--- config.mk ---
export PLATFORM = sky130hd
export DESIGN_NAME = gpio_edge_irq
export DESIGN_NICKNAME = d
export VERILOG_FILES = /design/src/rtl/gpio_edge_irq.sv
export SDC_FILE = /design/constraint.sdc
export NUM_CORES = 1
export LEC_CHECK = 0
export ABC_CLOCK_PERIOD_IN_PS = 2370
export BUFFER_PORTS_ARGS = -buffer_cell sky130_fd_sc_hd__clkbuf_2
export CORE_MARGIN = 1.5
export CORE_UTILIZATION = 51
export CTS_BUF_LIST = sky130_fd_sc_hd__clkbuf_16
export CTS_CLUSTER_DIAMETER = 150
export DETAILED_ROUTE_END_ITERATION = 8
export PLACE_DENSITY = 0.83
export SLEW_MARGIN = 5
export SYNTH_ARGS = -nofsm -noshare
export SYNTH_HDL_FRONTEND = slang
export SYNTH_SLANG_ARGS = --single-unit
export TNS_END_PERCENT = 100
--- constraint.sdc ---
create_clock -name clk -period 2.37 [get_ports clk]
set_input_delay 0 -clock clk [delete_from_list [all_inputs] [get_ports clk]]
set_output_delay 0 -clock clk [all_outputs]
set_load 0.1 [all_outputs]
--- src/rtl/gpio_edge_irq.sv ---
module gpio_edge_irq #(
  parameter int NPINS = 7,
  parameter int AW    = 4,
  parameter int DW    = 32,
  parameter int VW    = 8
) (
  input  logic          clk,
  input  logic          rst_n,
  input  logic [AW-1:0] bus_addr,
  input  logic          bus_we,
  input  logic [DW-1:0] bus_wdata,
  output logic [DW-1:0] bus_rdata,
  input  logic [NPINS-1:0] pins_in,
  output logic          irq_o,
  output logic [VW-1:0] vec_o
);
  localparam int FOFS = 8;
  localparam int EV   = 2 * NPINS;
  localparam logic [1:0] W_EN = 2'd0, W_CLR = 2'd1, W_PEND = 2'd2, W_BASE = 2'd3;

  logic [NPINS-1:0] sync1, sync2, prev;
  logic [EV-1:0]    en_q, pend_q, hit, clr_mask, live;
  logic [VW-1:0]    base_q, idx;
  logic [1:0]       word;

  assign word = bus_addr[3:2];

  always_ff @(posedge clk or negedge rst_n)
    if (!rst_n) begin
      sync1 <= '0;
      sync2 <= '0;
      prev  <= '0;
    end else begin
      sync1 <= pins_in;
      sync2 <= sync1;
      prev  <= sync2;
    end

  assign hit = {~sync2 & prev, sync2 & ~prev};

  always_comb begin
    clr_mask = '0;
    for (int i = 0; i < NPINS; i++) begin
      clr_mask[i]         = bus_wdata[i];
      clr_mask[NPINS + i] = bus_wdata[FOFS + i];
    end
    if (!(bus_we && word == W_CLR)) clr_mask = '0;
  end

  always_ff @(posedge clk or negedge rst_n)
    if (!rst_n) begin
      en_q   <= '0;
      pend_q <= '0;
      base_q <= '0;
    end else begin
      pend_q <= (pend_q & ~clr_mask) | (hit & en_q);
      if (bus_we && word == W_EN)
        for (int i = 0; i < NPINS; i++) begin
          en_q[i]         <= bus_wdata[i];
          en_q[NPINS + i] <= bus_wdata[FOFS + i];
        end
      if (bus_we && word == W_BASE) base_q <= bus_wdata[VW-1:0];
    end

  assign live  = pend_q & en_q;
  assign irq_o = |live;

  always_comb begin
    idx = '0;
    for (int i = NPINS - 1; i >= 0; i--)
      if (live[i] || live[NPINS + i]) idx = VW'(i);
  end

  assign vec_o = base_q + idx;

  always_comb begin
    bus_rdata = '0;
    case (word)
      W_EN:
        for (int i = 0; i < NPINS; i++) begin
          bus_rdata[i]        = en_q[i];
          bus_rdata[FOFS + i] = en_q[NPINS + i];
        end
      W_PEND:
        for (int i = 0; i < NPINS; i++) begin
          bus_rdata[i]        = pend_q[i];
          bus_rdata[FOFS + i] = pend_q[NPINS + i];
        end
      W_BASE: bus_rdata[VW-1:0] = base_q;
      default: bus_rdata = '0;
    endcase
  end
endmodule


==> impl_metrics.toml <==
[die]
die_x_um = 75.9
io_pins = 87
die_height_um = 75.9
rows = 26
die_area_mm2 = 0.00576
core_area_mm2 = 0.00511
initial_utilization = 0.531

[sta]
finalCritPeriodShare = 1.14
setup_ws_ns = -0.340
rsz0062_at_grt = "true"
fmaxAchievable_mhz = 369
min_period_ns = 2.71
finalSetupViolCount = 6
worst-slew-pin-transition_ns = 0.732
hold_viol = 0
slew_violations = 0
skew_ns = 0.00643
maxSlewHeadroom = 0.512

[routing]
first_iter_violations = 198
drt-total-wl_um = 7650
viasPerCell = 5.56
wl_per_cell_um = 18.7
antenna_left = 0
firstDrtPassIters = 4
num_vias = 2273
drc_errors = 0

[synthesis]
ys_seq_area_frac = 0.526
synth-edff-count = 0
synth_area_mm2 = 0.00271
synth_top_area_cell = "dfrtp_1"
synth.avg_cell_area_um2 = 12.2
synthMuxAreaShare = 0.146
synth_flop_cell = "dfrtp_1"
synth-simple-area-share = 0.0794
synthAdderAreaFrac = 0.0212
synth.top_cell.area_share = 0.526
netlist_instances = 222
ys_ff_latch = 57
async_flop_share = 1.00
synth_xor_area_frac = 0.0194
synth_top_family_by_area = "multiplexers"
synth_area_leaders = "dfrtp_1 (53%), mux2_2 (12%), buf_4 (5.0%), a22o_1 (3.2%), nand2_1 (3.2%)"
synth_compound_area_frac = 0.122
synth_warnings = 0
yosysUniqueCellTypes = 37

[power]
power.leakage_nw = 1.86
p_total_w = 0.00468
vdd_drop_max_v = 0.000738
powerDensity_mw_per_mm2 = 1170

[setup_path]
crit_arrival_ns = 2.71
endpoint_kind = "output pin"
worstSetupStartpointType = "flop"
crit_fanout = 3
worst_ep_required_time_ns = 2.37
crit_type = "reg2out"
timing.reg2reg.setup_slack_ns = 1.31

[clock_network]
htreeDepth = 3
cts_tree = "built"
cts.sinks = 57
path_clk_slew_ns = 0.05
clkLatencyLatePin_ns = 0.33
root_buffer = "clkbuf_16"
clock_path_buffers = 2
cts_made_buffers = 9

[place]
portBuffers = 50
routabilityCongestion = 0.740
dp_hpwl_um = 4060

[layout]
layout.nets = 385
drive_above_1_share = 0.469
layout_commonest_cell = "dfrtp_1"
layout_common_cells = "dfrtp_1 (57), clkbuf_2 (43), buf_4 (37)"
syn_to_final_growth_pct = 47.6
antennaDiodeCount = 0
final_core_util = 0.784

[run_status]
status = "finished with violations"
violations = "setup timing"

[grt]
grt_max_degree = 31
grt_first_pass_wirelength_um = 11400
grt_use_total = 0.260
grt.overflow.total = 0
grt_pass1_vias = 2294
antenna_found_initial = 0

[worst_hold_path]
hold_path.class = "in2reg"

[flow_run]
drv_cap = 0
==> metrics by stage <==
step           setup slack [ns]  hold slack [ns]  instances  setup TNS (ns)  area (um^2)
2_1_floorplan            -0.363           -0.296        238          -0.431         2860
3_3_place_gp              0.101           0.0762        349               0         3230
3_5_place_dp            -0.0129           0.0805        349         -0.0129         3230
4_1_cts                  -0.193            0.184        399          -0.707         3900
5_1_grt                  -0.412            0.225        409           -1.72         4000
6_report                 -0.340            0.208        409           -1.30         4000
==> sequential cells by signal, summed over array words and instances (netlist names) <==
register,flops
en_q,14
pend_q,14
base_q,8
prev,7
sync1,7
sync2,7
==> final timing paths <==
kind                            depth (start not counted)         to  startpoint
worst max-delay path                                   12   vec_o[4]     en_q[0]
worst min-delay path                                    3  base_q[6]      bus_we
worst max register to register                          3    en_q[0]     en_q[0]
worst min register to register                          0   sync2[0]    sync1[0]
max in group asynchronous                               3  base_q[2]       rst_n
min in group asynchronous                               2   sync2[3]       rst_n
==> worst max-delay path, stage by stage, from the launching register on <==
cell	delay, ns
dfrtp_1	0.40
a22oi_2	0.25
buf_4	0.15
nand2b_1	0.07
o21ai_2	0.07
ha_2	0.20
inv_2	0.05
fa_2	0.37
nor2b_2	0.16
o21ai_1	0.10
buf_4	0.18
xnor2_4	0.17
buf_12	0.20
==> kinds of logic after synthesis <==
| logic type | after synthesis |
|---|---|
| compound gates | 39 |
| xor+xnor | 6 |
| fa+ha+maj | 4 |
| buf+inv | 34 |
| flops | 57 |
| mux | 36 |
| other cells | 1 |
| simple gates | 45 |
==> metal layers <==
metal / part of all wire / GRT usage / up-vias
met1: 0.37 / 0.304 / 1130
met4: 0.041 / 0.130 / 0
met3: 0.075 / 0.0819 / 30
met5: 0 / 0 / -
met2: 0.52 / 0.434 / 127
li1: - / - / 986
==> Yosys cell counts (all sizes together) (3+ instances only) <==
library cell  count
a22o             10
o2bb2ai           7
xnor2             4
a22oi             6
inv              10
nor2             10
dfrtp            57
a32o              7
ha                3
nand2            23
mux2             29
buf              24
mux2i             7
==> area by class of cell <==
cell class | count | area [um^2]
clock buffers | 9 | 225
clock inverters | 6 | 26.3
fillers | 275 | 1100
inverters | 10 | 37.5
multi-input cells | 147 | 1340
flip-flops and latches | 57 | 1430
well taps | 70 | 87.6
repair buffers | 110 | 863
==> where the power goes <==
part	total [W]	internal [W]	switching [W]
Sequential	0.00130	0.00112	0.000179
Combinational	0.00229	0.000835	0.00145
Clock	0.00109	0.000680	0.000413
Total	0.00468	0.00264	0.00204
==> repair_timing <==
| item | 4_1_cts | 5_1_grt |
|---|---|---|
| pin swaps | 21 | 13 |
| resized for setup | 22 | 5 |
| buffers inserted | 13 | 10 |
| setup endpoints to repair | 7 | 7 |
| hold buffers | 23 | 0 |
| endpoints found under the hold margin | 69 | 0 |
Note: power is estimated with default switching activity, not from simulation.
